`src/rtl/e1_stat_pkg.sv`:
```
package e1_stat_pkg;

    localparam int ADDR_W = 2;
    localparam int BYTE_W = 8;
    localparam int ALARM_N = 7;

    typedef enum logic [ADDR_W-1:0] {
        RA_ALARM   = 2'd0,
        RA_FAS     = 2'd1,
        RA_EBIT_HI = 2'd2,
        RA_EBIT_LO = 2'd3
    } reg_addr_e;

    // Field order matches the alarm byte, most significant first.
    typedef struct packed {
        logic rai;
        logic ais;
        logic ais16;
        logic los;
        logic aux;
        logic mfa;
        logic slip;
    } alarm_t;

    function automatic logic [BYTE_W-1:0] alarm_byte(input alarm_t a);
        return {a, 1'b0};
    endfunction

    function automatic alarm_t alarm_next(input alarm_t cur, input alarm_t evt,
                                          input logic clr);
        return clr ? evt : (cur | evt);
    endfunction

endpackage

```
`src/rtl/e1_alarm_latch.sv`:
```
module e1_alarm_latch
    import e1_stat_pkg::*;
(
    input  logic   clk,
    input  logic   rst,
    input  alarm_t evt,
    input  logic   clr,
    output alarm_t q
);

    alarm_t q_r;

    always_ff @(posedge clk) begin
        if (rst) begin
            q_r <= '0;
        end else begin
            q_r <= alarm_next(q_r, evt, clr);
        end
    end

    assign q = q_r;

endmodule

```
`src/rtl/e1_sat_counter.sv`:
```
module e1_sat_counter #(
    parameter int W = 8
) (
    input  logic         clk,
    input  logic         rst,
    input  logic         inc,
    input  logic         clr,
    output logic [W-1:0] count
);

    localparam logic [W-1:0] CNT_MAX = {W{1'b1}};

    logic [W-1:0] cnt_q;
    logic [W-1:0] cnt_d;

    always_comb begin
        if (clr) begin
            cnt_d = W'(inc);
        end else if (inc && (cnt_q != CNT_MAX)) begin
            cnt_d = cnt_q + 1'b1;
        end else begin
            cnt_d = cnt_q;
        end
    end

    always_ff @(posedge clk) begin
        if (rst) begin
            cnt_q <= '0;
        end else begin
            cnt_q <= cnt_d;
        end
    end

    assign count = cnt_q;

endmodule

```
`src/rtl/e1_stat_readout.sv`:
```
module e1_stat_readout
    import e1_stat_pkg::*;
#(
    parameter int FAS_W = 8,
    parameter int EB_W  = 10
) (
    input  logic              clk,
    input  logic              rst,
    input  logic              rd_en,
    input  logic [ADDR_W-1:0] rd_addr,
    input  alarm_t            alm,
    input  logic [FAS_W-1:0]  fas_cnt,
    input  logic [EB_W-1:0]   eb_cnt,
    output logic              clr_alm,
    output logic              clr_fas,
    output logic              clr_eb,
    output logic [BYTE_W-1:0] rd_data
);

    reg_addr_e         addr;
    logic              snap_vld_q;
    logic [BYTE_W-1:0] snap_q;
    logic [BYTE_W-1:0] rd_d;
    logic [BYTE_W-1:0] rd_q;
    logic              take_snap;

    assign addr      = reg_addr_e'(rd_addr);
    assign clr_alm   = rd_en && (addr == RA_ALARM);
    assign clr_fas   = rd_en && (addr == RA_FAS);
    assign clr_eb    = rd_en && (addr == RA_EBIT_LO);
    assign take_snap = rd_en && (addr == RA_EBIT_HI);

    always_comb begin
        rd_d = '0;
        if (rd_en) begin
            unique case (addr)
                RA_ALARM:   rd_d = alarm_byte(alm);
                RA_FAS:     rd_d = BYTE_W'(fas_cnt);
                RA_EBIT_HI: rd_d = BYTE_W'(eb_cnt >> BYTE_W);
                RA_EBIT_LO: rd_d = snap_vld_q ? snap_q : eb_cnt[BYTE_W-1:0];
                default:    rd_d = '0;
            endcase
        end
    end

    always_ff @(posedge clk) begin
        if (rst) begin
            rd_q       <= '0;
            snap_q     <= '0;
            snap_vld_q <= 1'b0;
        end else begin
            rd_q <= rd_d;
            if (take_snap) begin
                snap_q     <= eb_cnt[BYTE_W-1:0];
                snap_vld_q <= 1'b1;
            end else if (clr_eb) begin
                snap_vld_q <= 1'b0;
            end
        end
    end

    assign rd_data = rd_q;

endmodule

```
`src/rtl/e1_alarm_counters.sv`:
```
module e1_alarm_counters
    import e1_stat_pkg::*;
#(
    parameter int FAS_W = 8,
    parameter int EB_W  = 10
) (
    input  logic        clk,
    input  logic        rst,
    input  logic        evt_rai,
    input  logic        evt_ais,
    input  logic        evt_ais16,
    input  logic        evt_los,
    input  logic        evt_aux,
    input  logic        evt_mfa,
    input  logic        evt_slip,
    input  logic        evt_fas_err,
    input  logic        evt_ebit_err,
    input  logic        rd_en,
    input  logic [1:0]  rd_addr,
    output logic [7:0]  rd_data
);

    alarm_t            alm_evt;
    alarm_t            alm_q;
    logic              clr_alm;
    logic              clr_fas;
    logic              clr_eb;
    logic [FAS_W-1:0]  fas_q;
    logic [EB_W-1:0]   eb_q;

    assign alm_evt = '{rai:   evt_rai,
                       ais:   evt_ais,
                       ais16: evt_ais16,
                       los:   evt_los,
                       aux:   evt_aux,
                       mfa:   evt_mfa,
                       slip:  evt_slip};

    e1_alarm_latch u_alarm (
        .clk (clk),
        .rst (rst),
        .evt (alm_evt),
        .clr (clr_alm),
        .q   (alm_q)
    );

    e1_sat_counter #(.W(FAS_W)) u_fas_cnt (
        .clk   (clk),
        .rst   (rst),
        .inc   (evt_fas_err),
        .clr   (clr_fas),
        .count (fas_q)
    );

    e1_sat_counter #(.W(EB_W)) u_eb_cnt (
        .clk   (clk),
        .rst   (rst),
        .inc   (evt_ebit_err),
        .clr   (clr_eb),
        .count (eb_q)
    );

    e1_stat_readout #(.FAS_W(FAS_W), .EB_W(EB_W)) u_readout (
        .clk     (clk),
        .rst     (rst),
        .rd_en   (rd_en),
        .rd_addr (rd_addr),
        .alm     (alm_q),
        .fas_cnt (fas_q),
        .eb_cnt  (eb_q),
        .clr_alm (clr_alm),
        .clr_fas (clr_fas),
        .clr_eb  (clr_eb),
        .rd_data (rd_data)
    );

endmodule

```
`config.mk`:
```
export PLATFORM = sky130hd
export DESIGN_NAME = e1_alarm_counters
export DESIGN_NICKNAME = d
export VERILOG_FILES = /design/src/rtl/e1_stat_pkg.sv /design/src/rtl/e1_alarm_latch.sv /design/src/rtl/e1_sat_counter.sv /design/src/rtl/e1_stat_readout.sv /design/src/rtl/e1_alarm_counters.sv
export SDC_FILE = /design/constraint.sdc
export NUM_CORES = 1
export LEC_CHECK = 0
export CAP_MARGIN = 20
export CORE_ASPECT_RATIO = 1.2
export CORE_MARGIN = 3
export CORE_UTILIZATION = 55
export DETAILED_ROUTE_END_ITERATION = 8
export DONT_BUFFER_PORTS = 1
export PLACE_DENSITY = 0.72
export SLEW_MARGIN = 30
export SYNTH_ARGS = -nofsm -noshare
export SYNTH_HDL_FRONTEND = slang
export SYNTH_SLANG_ARGS = --single-unit
```
`constraint.sdc`:
```
create_clock -name clk -period 1.8 [get_ports clk]
set_input_delay 0.36 -clock clk [delete_from_list [all_inputs] [get_ports clk]]
set_output_delay 0.36 -clock clk [all_outputs]
set_load 0.02 [all_outputs]
```
==> Yosys cells after proc, flatten, opt, wreduce, memory -nomap -nowiden <==
Index checks and enable logic that the tools add are counted.
{ "totals": {"elab_cells": 45, "regBits": 42, "out_inout_bits": 8} }
{ "classes": {"eq_ne": 5, "n_bitwise": 2, "n_mux": 9, "reduce_logical": 13, "addsub": 2} }
{ "op_table": {"columns": ["cell", "count"], "rows": [
  ["one-hot mux 8 bit (4 select lines)", 1],
  ["adder 10 x 1 -> 10 bit (second input constant)", 1],
  ["!= test 10 bit (second input constant)", 1],
  ["adder 8 x 1 -> 8 bit (second input constant)", 1],
  ["two-way mux 8 bit", 1],
  ["!= test 8 bit (second input constant)", 1],
  ["two-way mux 7 bit", 1],
  ["OR 7 bit", 1],
  ["logical AND 1 bit", 6],
  ["two-way mux 1 bit", 6],
  ["nonzero test 2 bit", 3],
  ["OR reduction 2 bit", 3],
  ["== test 2 bit (second input constant)", 2],
  ["== test 2 x 1 -> 1 bit (second input constant)", 1],
  ["zero test 2 bit", 1],
  ["inverter 1 bit", 1]
]} }

==> Depth between registers and ports, before layout <==
Gate-level depths: netlist of run 1.
{ "depth": {"word_depth": 4, "depth_mapped": 6} }

==> Hierarchy <==
Synthesis of run 1 repeated with hierarchy kept, for this count alone.
{ "hier_totals": {"cells_unflattened": 219, "area_unflattened_um2": 2023.2} }
{ "by_module_without_submodules": {"columns": ["module", "instances", "area_per_inst_um2", "seq_area_each_um2", "cells_per_inst"], "rows": [
  ["e1_stat_readout", 1, 805.8, 340.3, 79],
  ["e1_sat_counter (u_eb_cnt)", 1, 561.8, 200.2, 66],
  ["e1_sat_counter (u_fas_cnt)", 1, 410.4, 160.2, 46],
  ["e1_alarm_latch", 1, 245.2, 140.1, 28]
]} }

==> Worst setup path after synthesis of run 1 <==
No wires, ideal clock.
{ "synth_timing": {"kind": "register -> register", "startpoint": "register u_readout.snap_vld_q", "endpoint": "register u_readout.rd_q[1], in the netlist u_readout.rd_data[1]", "arrival_time_ns": 1.323, "path_stages_with_launch": 5, "setup_time_ns": 0.125, "setup_slack_ns": 0.352, "n_path_buf": 1, "path_cell_list": "dfxtp_1 buf_6 mux2_1 mux4_2 nor2b_1"} }
{ "synth_between": {"elab_chain_len": 2} }
{ "synth_rtl": {"columns": ["element", "line_no", "source"], "rows": [
  ["start: declaration", "e1_stat_readout.sv:21", "logic snap_vld_q;"],
  ["start signal: assignment", "e1_stat_readout.sv:50", "snap_vld_q <= 1'b0;"],
  ["start signal: assignment", "e1_stat_readout.sv:55", "snap_vld_q <= 1'b1;"],
  ["start signal: assignment", "e1_stat_readout.sv:57", "snap_vld_q <= 1'b0;"],
  ["two-way mux 8 bit", "e1_stat_readout.sv:40", "RA_EBIT_LO: rd_d = snap_vld_q ? snap_q : eb_cnt[BYTE_W-1:0];"],
  ["one-hot mux 8 bit (4 select lines)", "e1_stat_readout.sv:36", "unique case (addr)"],
  ["end signal: assignment", "e1_stat_readout.sv:52", "rd_q <= rd_d;"],
  ["end: declaration", "e1_stat_readout.sv:24", "logic [BYTE_W-1:0] rd_q;"]
]} }
No other way between the ends.
A chain may end at the register's enable or synchronous reset.

==> Worst setup path in the final report of run 1 <==
{ "layout_timing": {"startpoint": "register u_eb_cnt.cnt_q[0], in the netlist u_eb_cnt.count[0]", "endpoint": "register u_eb_cnt.cnt_q[6], in the netlist u_eb_cnt.count[6]"} }
{ "layout_between": {"elab_chain_len": 2} }
{ "layout_rtl": {"columns": ["element", "line_no", "source"], "rows": [
  ["start: declaration", "e1_sat_counter.sv:13", "logic [W-1:0] cnt_q;"],
  ["start signal: assignment", "e1_sat_counter.sv:30", "cnt_q <= cnt_d;"],
  ["branches (longest 2 deep; another with adder 10 x 1 -> 10 bit)", null, null]
]} }
Several ways; the timed one is not identified.

==> impl_metrics.env, run 1 <==
export IMPL_hold_start="rst"
export IMPL_worstPathArrival_ns=1.76
export IMPL_route_met2_wl_um=1900
export IMPL_ir_drop_uv=496
export IMPL_syn_to_final_growth_pct=4.40
export IMPL_switchingPower_uw=405
export IMPL_tightest_slew_ns=0.488
export IMPL_synthesis_area_sq_um=1990
export IMPL_postRouteAntennaNets=0
export IMPL_synth_warnings=0
export IMPL_worst_setup_path_end_kind="flip-flop"
export IMPL_totalNegativeSetupSlack_ns=0
export IMPL_drtIter0Drc=91
export IMPL_firstDrtPassIters=4
export IMPL_die_area_sq_um=4380
export IMPL_maxSlewViolCount=0
export IMPL_synth_cell_types=46
export IMPL_power_frac_clock=0.356
export IMPL_p_leak_uw=0.000788
export IMPL_drc=0
export IMPL_grt_pass1_vias=1524
export IMPL_ys_flop_type="dfxtp_1"
export IMPL_dieWidth_um=60.9
export IMPL_drt_met1_wl_um=1790
export IMPL_ys_seq_area_frac=0.423
export IMPL_path_cells="ha_1 -> nand2_1 -> a2111oi_4 -> xnor2_1 -> nor2_1"
export IMPL_swShare=0.241
export IMPL_gp_congestion=0.856
export IMPL_crit_path_start="u_eb_cnt.count[0]"
export IMPL_worst_path_largest_cell_delay_ns=0.45
export IMPL_port_buffers=0
export IMPL_cts_hold_buf=0
export IMPL_cts_post_setup_buffers_inserted=0
export IMPL_grt_pass1_wl_um=7000
export IMPL_ios=22
export IMPL_fmax_ghz=0.631
export IMPL_rsz0062_at_grt="false"
export IMPL_setup_viol=0
export IMPL_critical_path_slowest_cell="dfxtp_1"
export IMPL_routed_via_density=6.08
export IMPL_clkTransAtPathRegs_ns=0.08
export IMPL_fin_nets=236
export IMPL_r2r_slack_ns=0.21
export IMPL_hold_violations=0
export IMPL_layout_commonest_cell="nor2_1"
export IMPL_drt_wl_total_um=3980
export IMPL_pwr_share_comb=0.063
export IMPL_critPathMaxFanout=8
export IMPL_drv_cap=0
export IMPL_tritoncts="done"
export IMPL_vias=1568
export IMPL_cts_made_buffers=5
export IMPL_hp_class="in2reg"
export IMPL_grt_overflow_total=0
export IMPL_skew_ns=0.00953
export IMPL_cp_required_ns=1.97
export IMPL_relSlewSlack=0.674
export IMPL_rows=23
export IMPL_cts_root_buf="clkbuf_8"
export IMPL_syn_area_per_cell_sq_um=9.00
export IMPL_regToRegStartpoint="u_eb_cnt.count[0]"
export IMPL_synth_cells=221
export IMPL_async_flop_share=0
export IMPL_drive_above_1_share=0.0995
export IMPL_synth_fp_nets=237
export IMPL_p_int_uw=1280
export IMPL_dp_cells=250
export IMPL_cts_sinks=42
export IMPL_finalCriticalPeriod_ns=1.59
export IMPL_power_frac_seq=0.582
export IMPL_start_util=0.586
export IMPL_wl_met3_um=184
export IMPL_cts_resized_gates=0
export IMPL_cp_start_kind="flip-flop"
export IMPL_htreeDepth=2
export IMPL_power_density_nw_per_um2=810
export IMPL_dp_hpwl_um=2980
export IMPL_criticalPathCategory="reg2reg"
export IMPL_ys_ff_latch=42
export IMPL_post_drt_wl_per_cell_um=15.4
export IMPL_clk_latency_ns=0.30
export IMPL_grt_usage=0.209
export IMPL_clockBufferDepth=2
export IMPL_fp_dieH_um=71.9
export IMPL_final_cell_mix="nor2_1, dfxtp_1, a21oi_1, mux2i_1, nand2_1"
export IMPL_fin_crit_sh=0.881
export IMPL_antenna_found_initial=0
export IMPL_core_area_sq_um=3400
export IMPL_num_antenna_cells=0
export IMPL_topRoutingLayerUsed="met4"
export IMPL_status="finished clean"
export IMPL_layout_cells_non_filler=258
export IMPL_synth_edf_count=0
export IMPL_grt_max_degree=22
==> per-stage QoR <==
stage | area, sq um | hold WS, ns | setup WS (ns) | util | power (uW)
6_report | 2080 | 0.120 | 0.214 | 0.612 | 1680
5_1_grt | 2080 | 0.106 | 0.0790 | 0.612 | 1760
4_1_cts | 2080 | 0.113 | 0.218 | 0.612 | 1700
3_5_place_dp | 1990 | 0.426 | 0.214 | 0.585 | 1110
3_3_place_gp | 1990 | 0.425 | 0.305 | 0.585 | 1100
2_1_floorplan | 1990 | 0.446 | 0.352 | - | 1100
==> synth_stat cells, types with 4 or more instances <==
cell type	count	area, sq um
a21oi_1	19	95.1
a22oi_1	7	52.6
dfxtp_1	42	841
mux2i_1	17	170
nand2_1	11	41.3
nand2b_1	4	25.0
nand3_1	7	35.0
nand4_1	5	31.3
nor2_1	45	169
nor3_1	4	20.0
xnor2_1	4	35.0
==> final cells by class <==
class,count,area (sq um)
inverters,3,11.3
well taps,37,46.3
fillers,308,1320
flip-flops and latches,42,841
repair buffers,3,22.5
clock inverters,3,21.3
clock buffers,5,68.8
multi-input cells,165,1070
==> flip-flops by register name (all words and copies together) (netlist names) <==
signal	flops
u_eb_cnt.count	10
u_fas_cnt.count	8
u_alarm.q	7
u_readout.snap_q	8
u_readout.rd_data	8
u_readout.snap_vld_q	1
==> worst max-delay path, delay by kind of cell (launching register included) <==
kind                       cells  cell delay, ns
adders and majority gates      1            0.31
AOI/OAI and AO/OA              1            0.32
xor gates and xnor gates       1            0.15
DFF                            1            0.45
and+or+nand+nor                2            0.24
==> final timing paths <==
kind | to | cells past startpoint
max | u_eb_cnt.count[6] | 5
min | u_eb_cnt.count[0] | 1
max reg2reg | u_eb_cnt.count[6] | 5
min reg2reg | u_alarm.q[1] | 2
==> per-layer routing <==
layer | vias to the layer above | global-route usage
met5 | - | 0
met4 | 0 | 0.0843
met3 | 12 | 0.0523
met2 | 43 | 0.328
met1 | 738 | 0.269
li1 | 775 | -
==> cells by family (layout without fill, tap and decap cells) <==
group / count (synthesis) / after routing / share of synthesized area
multiplexers: 21 / 21 / 0.116
flip-flops: 42 / 42 / 0.423
XOR/XNOR: 7 / 7 / 0.0308
buffers and inverters: 14 / 14 / 0.0415
adder cells (fa/ha/maj): 2 / 2 / 0.0126
AND/OR/NAND/NOR: 91 / 91 / 0.222
AO/OA/AOI/OAI: 44 / 44 / 0.155
==> power groups by stage <==
stage | Sequential [uW] | Clock, uW | Combinational [uW]
after global routing | 983 | 656 | 120
after CTS | 979 | 616 | 105
after detailed placement | 1000 | 0 | 105
after floorplan | 994 | 0 | 104
final | 979 | 598 | 105
after global placement | 1000 | 0 | 101
(Power assumes the default switching activity.)
==> inputs of run 2 (changes only) <==
- CELL_PAD_IN_SITES_DETAIL_PLACEMENT: unset -> 0
- CELL_PAD_IN_SITES_GLOBAL_PLACEMENT: unset -> 1
- CORE_UTILIZATION: 55 -> 47
- PLACE_DENSITY: 0.72 -> 0.79
==> run 2 against run 1 <==
  * Worst hold slack worse by 0.00071 ns
  * Flip-flop and latch count stayed put
  * Sequential power hardly changed
  * Clock power is 3% higher
  * Via count is 0.89% lower
  * Highest routed layer unchanged
==> impl_metrics.env, run 2 (same netlist as run 1, synthesis figures left out) <==
export IMPL_grt_max_degree=22
export IMPL_gp_congestion=0.842
export IMPL_vias=1554
export IMPL_antenna_found_initial=0
export IMPL_grt_pass1_vias=1509
export IMPL_drt_wl_total_um=4050
export IMPL_fp_dieH_um=77.3
export IMPL_die_area_sq_um=5050
export IMPL_port_buffers=0
export IMPL_critPathMaxFanout=7
export IMPL_htreeDepth=2
export IMPL_clkTransAtPathRegs_ns=0.08
export IMPL_largest_reg_flops=10
export IMPL_num_antenna_cells=0
export IMPL_ir_drop_uv=509
export IMPL_p_leak_uw=0.000784
export IMPL_status="finished clean"
export IMPL_cp_required_ns=2.04
export IMPL_setup_viol=0
export IMPL_layout_commonest_cell="nor2_1"
export IMPL_grt_pass1_wl_um=7130
export IMPL_cts_sinks=42
export IMPL_maxSlewViolCount=0
export IMPL_tightest_slew_ns=0.462
export IMPL_worst_setup_path_end_kind="flip-flop"
export IMPL_cp_start_kind="flip-flop"
export IMPL_syn_to_final_growth_pct=5.09
export IMPL_drive_above_1_share=0.0955
export IMPL_relSlewSlack=0.692
export IMPL_dieWidth_um=65.4
export IMPL_clockBufferDepth=2
export IMPL_drv_cap=0
export IMPL_hold_violations=0
export IMPL_finalPower_uw=1700
export IMPL_cts_root_buf="clkbuf_8"
export IMPL_fmax_ghz=0.626
export IMPL_core_area_sq_um=4000
export IMPL_worstPathArrival_ns=1.84
export IMPL_post_drt_wl_per_cell_um=14.8
export IMPL_dp_hpwl_um=3050
export IMPL_routed_via_density=5.67
export IMPL_grt_overflow_total=0
export IMPL_fin_nets=235
export IMPL_rows=25
export IMPL_cts_made_buffers=5
export IMPL_drc=0
export IMPL_fin_crit_sh=0.887
export IMPL_hp_class="in2reg"
export IMPL_firstDrtPassIters=4
export IMPL_cts_hold_buf=0
export IMPL_postRouteAntennaNets=0
export IMPL_power_density_nw_per_um2=812
export IMPL_clk_latency_ns=0.30
export IMPL_finalCriticalPeriod_ns=1.60
export IMPL_criticalPathCategory="reg2reg"
export IMPL_cts_post_setup_buffers_inserted=0
export IMPL_tritoncts="done"
export IMPL_skew_ns=0.00756
export IMPL_rsz0062_at_grt="false"
export IMPL_drtIter0Drc=201
export IMPL_final_cell_mix="nor2_1, dfxtp_1, a21oi_1, mux2i_1, nand2_1"
export IMPL_grt_usage=0.184
export IMPL_totalNegativeSetupSlack_ns=0
export IMPL_ios=22
export IMPL_fillCellCount=402
export IMPL_cts_resized_gates=0
export IMPL_start_util=0.497
[run 2: cell count changes in the layout (fill, tap and decap cells not counted)]
| cell | before | now |
|---|---|---|
| buf_4 | 3 | 2 |
[run 2: layer usage]
metal  GRT usage  routed length (um)  part of all wire  up-vias
met1       0.221                1700              0.42      738
met2       0.304                2080              0.51       32
li1            -                   -                 -      778
met4      0.0685                  72             0.018        0
met3      0.0556                 191             0.047        6
met5           0                   0                 0        -
[run 2: final cells by class]
cell class                 count  area (sq um)  area share
clock buffer                   5          68.8      0.0329
sequential                    42           841       0.402
inverter                       3          11.3     0.00539
tap                           54          67.6      0.0323
timing repair buffer           2          15.0     0.00718
multi-input combinational    165          1070       0.510
clock inverter                 3          21.3      0.0102
[run 2: power by group]
| group | switching (uW) | internal [uW] |
|---|---|---|
| Combinational | 51.9 | 51.0 |
| Sequential | 24.8 | 954 |
| Clock | 343 | 273 |
[run 2: final timing paths]
path,slack (ns),endpoint,start,cells after the start
worst min register to register,0.49,u_alarm.q[4],u_alarm.q[4],2
worst min-delay path,0.12,u_readout.snap_q[0],rst,1
worst max register to register,0.20,u_eb_cnt.count[0],u_eb_cnt.count[6],4
worst max-delay path,0.20,u_eb_cnt.count[0],u_eb_cnt.count[6],4
[run 2: critical path, stage by stage, from the launching register on]
cell,delay (ns)
dfxtp_1,0.46
and4_1,0.45
nand4_4,0.16
mux2_4,0.34
a21oi_2,0.13
[run 2: stage by stage]
| step | std cells | util | worst slack, ns | hold WS, ns | area (sq um) |
|---|---|---|---|---|---|
| finish | 274 | 0.522 | 0.204 | 0.120 | 2090 |
| global route | 274 | 0.522 | 0.0313 | 0.0950 | 2090 |
| CTS | 274 | 0.522 | 0.203 | 0.104 | 2090 |
| floorplan | 221 | - | 0.352 | 0.446 | 1990 |
| detailed placement | 266 | 0.500 | 0.216 | 0.430 | 2000 |
| global placement | 266 | 0.500 | 0.285 | 0.425 | 2000 |
==> inputs of run 3 (changes only) <==
- CORE_ASPECT_RATIO: 1.2 -> 0.9
==> run 3 against run 2 <==
  * Worst hold slack worse by 0.0019 ns
  * Clock power increased by 21%
  * Flip-flop and latch count unchanged
  * Via count fell by 1.2%
  * Worst setup slack improved by 0.012 ns
  * Core utilization grew 2.0 points
  * Non-clock buffer count is 1 higher
  * Critical endpoint unchanged
  * Sequential power hardly changed
  * Global-route usage increased by 0.61 points
  * Critical path type unchanged
  * Die area is essentially flat
  * Clock skew decreased by 0.0016 ns
==> impl_metrics.env, run 3 (same netlist as run 1, synthesis figures left out) <==
export IMPL_power_density_nw_per_um2=868
export IMPL_power_frac_clock=0.407
export IMPL_num_antenna_cells=0
export IMPL_die_area_sq_um=5050
export IMPL_finalCriticalPeriod_ns=1.58
export IMPL_start_util=0.512
export IMPL_routed_via_density=5.75
export IMPL_path_cells="and4_1 -> nand4_4 -> mux2_4 -> a21oi_2"
export IMPL_syn_to_final_growth_pct=5.97
export IMPL_rsz0062_at_grt="false"
export IMPL_p_leak_uw=0.000797
export IMPL_cp_start_kind="flip-flop"
export IMPL_worst_setup_path_end_kind="flip-flop"
export IMPL_cp_required_ns=2.04
export IMPL_totalNegativeSetupSlack_ns=0
export IMPL_fmax_ghz=0.631
export IMPL_clk_latency_ns=0.30
export IMPL_maxSlewViolCount=0
export IMPL_crit_buf_inv=0
export IMPL_grt_usage=0.190
export IMPL_swShare=0.224
export IMPL_p_int_uw=1420
export IMPL_cts_sinks=42
export IMPL_layout_commonest_cell="nor2_1"
export IMPL_fin_ws_ns=0.216
export IMPL_cts_root_buf="clkbuf_8"
export IMPL_skew_ns=0.00598
export IMPL_worst_path_largest_cell_delay_ns=0.47
export IMPL_fin_crit_sh=0.880
export IMPL_firstDrtPassIters=4
export IMPL_setup_viol=0
export IMPL_htreeDepth=2
export IMPL_tritoncts="done"
export IMPL_rows=21
export IMPL_worstPathArrival_ns=1.82
export IMPL_critPathMaxFanout=7
export IMPL_ios=22
export IMPL_criticalPathCategory="reg2reg"
export IMPL_dp_hpwl_um=3040
export IMPL_antenna_found_initial=0
export IMPL_clkTransAtPathRegs_ns=0.08
export IMPL_cts_resized_gates=0
export IMPL_grt_pass1_wl_um=7170
export IMPL_drtIter0Drc=106
export IMPL_port_buffers=0
export IMPL_drt_wl_total_um=4110
export IMPL_pwr_share_comb=0.059
export IMPL_postRouteAntennaNets=0
export IMPL_final_cell_mix="nor2_1, dfxtp_1, a21oi_1, mux2i_1, nand2_1"
export IMPL_cts_post_setup_buffers_inserted=0
export IMPL_critical_path_top_delay_family="simple AND/OR/NAND/NOR gates"
export IMPL_cts_hold_buf=0
export IMPL_drive_above_1_share=0.0950
export IMPL_grt_pass1_vias=1510
export IMPL_post_drt_wl_per_cell_um=15.4
export IMPL_switchingPower_uw=411
export IMPL_fillCellCount=386
export IMPL_hold_violations=0
export IMPL_fp_dieH_um=67.7
export IMPL_grt_overflow_total=0
export IMPL_relSlewSlack=0.673
export IMPL_dieWidth_um=74.6
export IMPL_tightest_slew_ns=0.490
export IMPL_fin_nets=236
export IMPL_power_frac_seq=0.534
export IMPL_clockBufferDepth=2
export IMPL_critical_path_slowest_cell="dfxtp_1"
export IMPL_drv_cap=0
export IMPL_grt_max_degree=22
export IMPL_ir_drop_uv=371
export IMPL_hp_class="in2reg"
export IMPL_drc=0
export IMPL_cts_made_buffers=5
export IMPL_status="finished clean"
export IMPL_vias=1536
export IMPL_gp_congestion=0.853
export IMPL_preCtsSetupSlack_ns=0.229
export IMPL_largest_reg_flops=10
export IMPL_finalPower_uw=1830
export IMPL_core_area_sq_um=3890
run 3: changes by cell type in the layout (fill, tap and decap cells not counted), sizes merged:
cell,before,now
clkinv,2,0
buf,2,3
clkbuf,5,6
bufinv,0,1
run 3: cell type report:
| class | count | area, sq um | area share |
|---|---|---|---|
| multi-input cells | 165 | 1070 | 0.506 |
| flip-flops and latches | 42 | 841 | 0.399 |
| clock buffers | 6 | 72.6 | 0.0344 |
| well taps | 46 | 57.6 | 0.0273 |
| clock inverters | 2 | 37.5 | 0.0178 |
| repair buffers | 3 | 22.5 | 0.0107 |
| inverters | 3 | 11.3 | 0.00534 |
run 3: per-layer routing:
layer | track usage | routed length, um
met5 | 0 | 0
met3 | 0.0640 | 229
met4 | 0.0956 | 90
met2 | 0.273 | 1750
met1 | 0.251 | 2040
run 3: stage by stage:
stage          std cells  cell area (sq um)  utilization  hold slack [ns]
4_1_cts              267               2110        0.542            0.108
3_5_place_dp         259               2000        0.514            0.430
5_1_grt              267               2110        0.542           0.0997
3_3_place_gp         259               2000        0.514            0.427
6_report             267               2110        0.542            0.118
2_1_floorplan        221               1990            -            0.446
run 3: worst paths after layout:
check / start / endpoint / slack (ns) / depth (start not counted)
worst max-delay path: u_eb_cnt.count[6] / u_eb_cnt.count[0] / 0.22 / 4
worst min-delay path: rst / u_eb_cnt.count[0] / 0.12 / 1
worst max register to register: u_eb_cnt.count[6] / u_eb_cnt.count[0] / 0.22 / 4
worst min register to register: u_alarm.q[1] / u_alarm.q[1] / 0.49 / 2
run 3: power by group through the flow:
| stage | registers [uW] | clock network (uW) | logic [uW] |
|---|---|---|---|
| global route | 982 | 812 | 123 |
| detailed placement | 1000 | 0 | 107 |
| global placement | 999 | 0 | 105 |
| finish | 978 | 745 | 108 |
| CTS | 978 | 771 | 108 |
| floorplan | 994 | 0 | 104 |
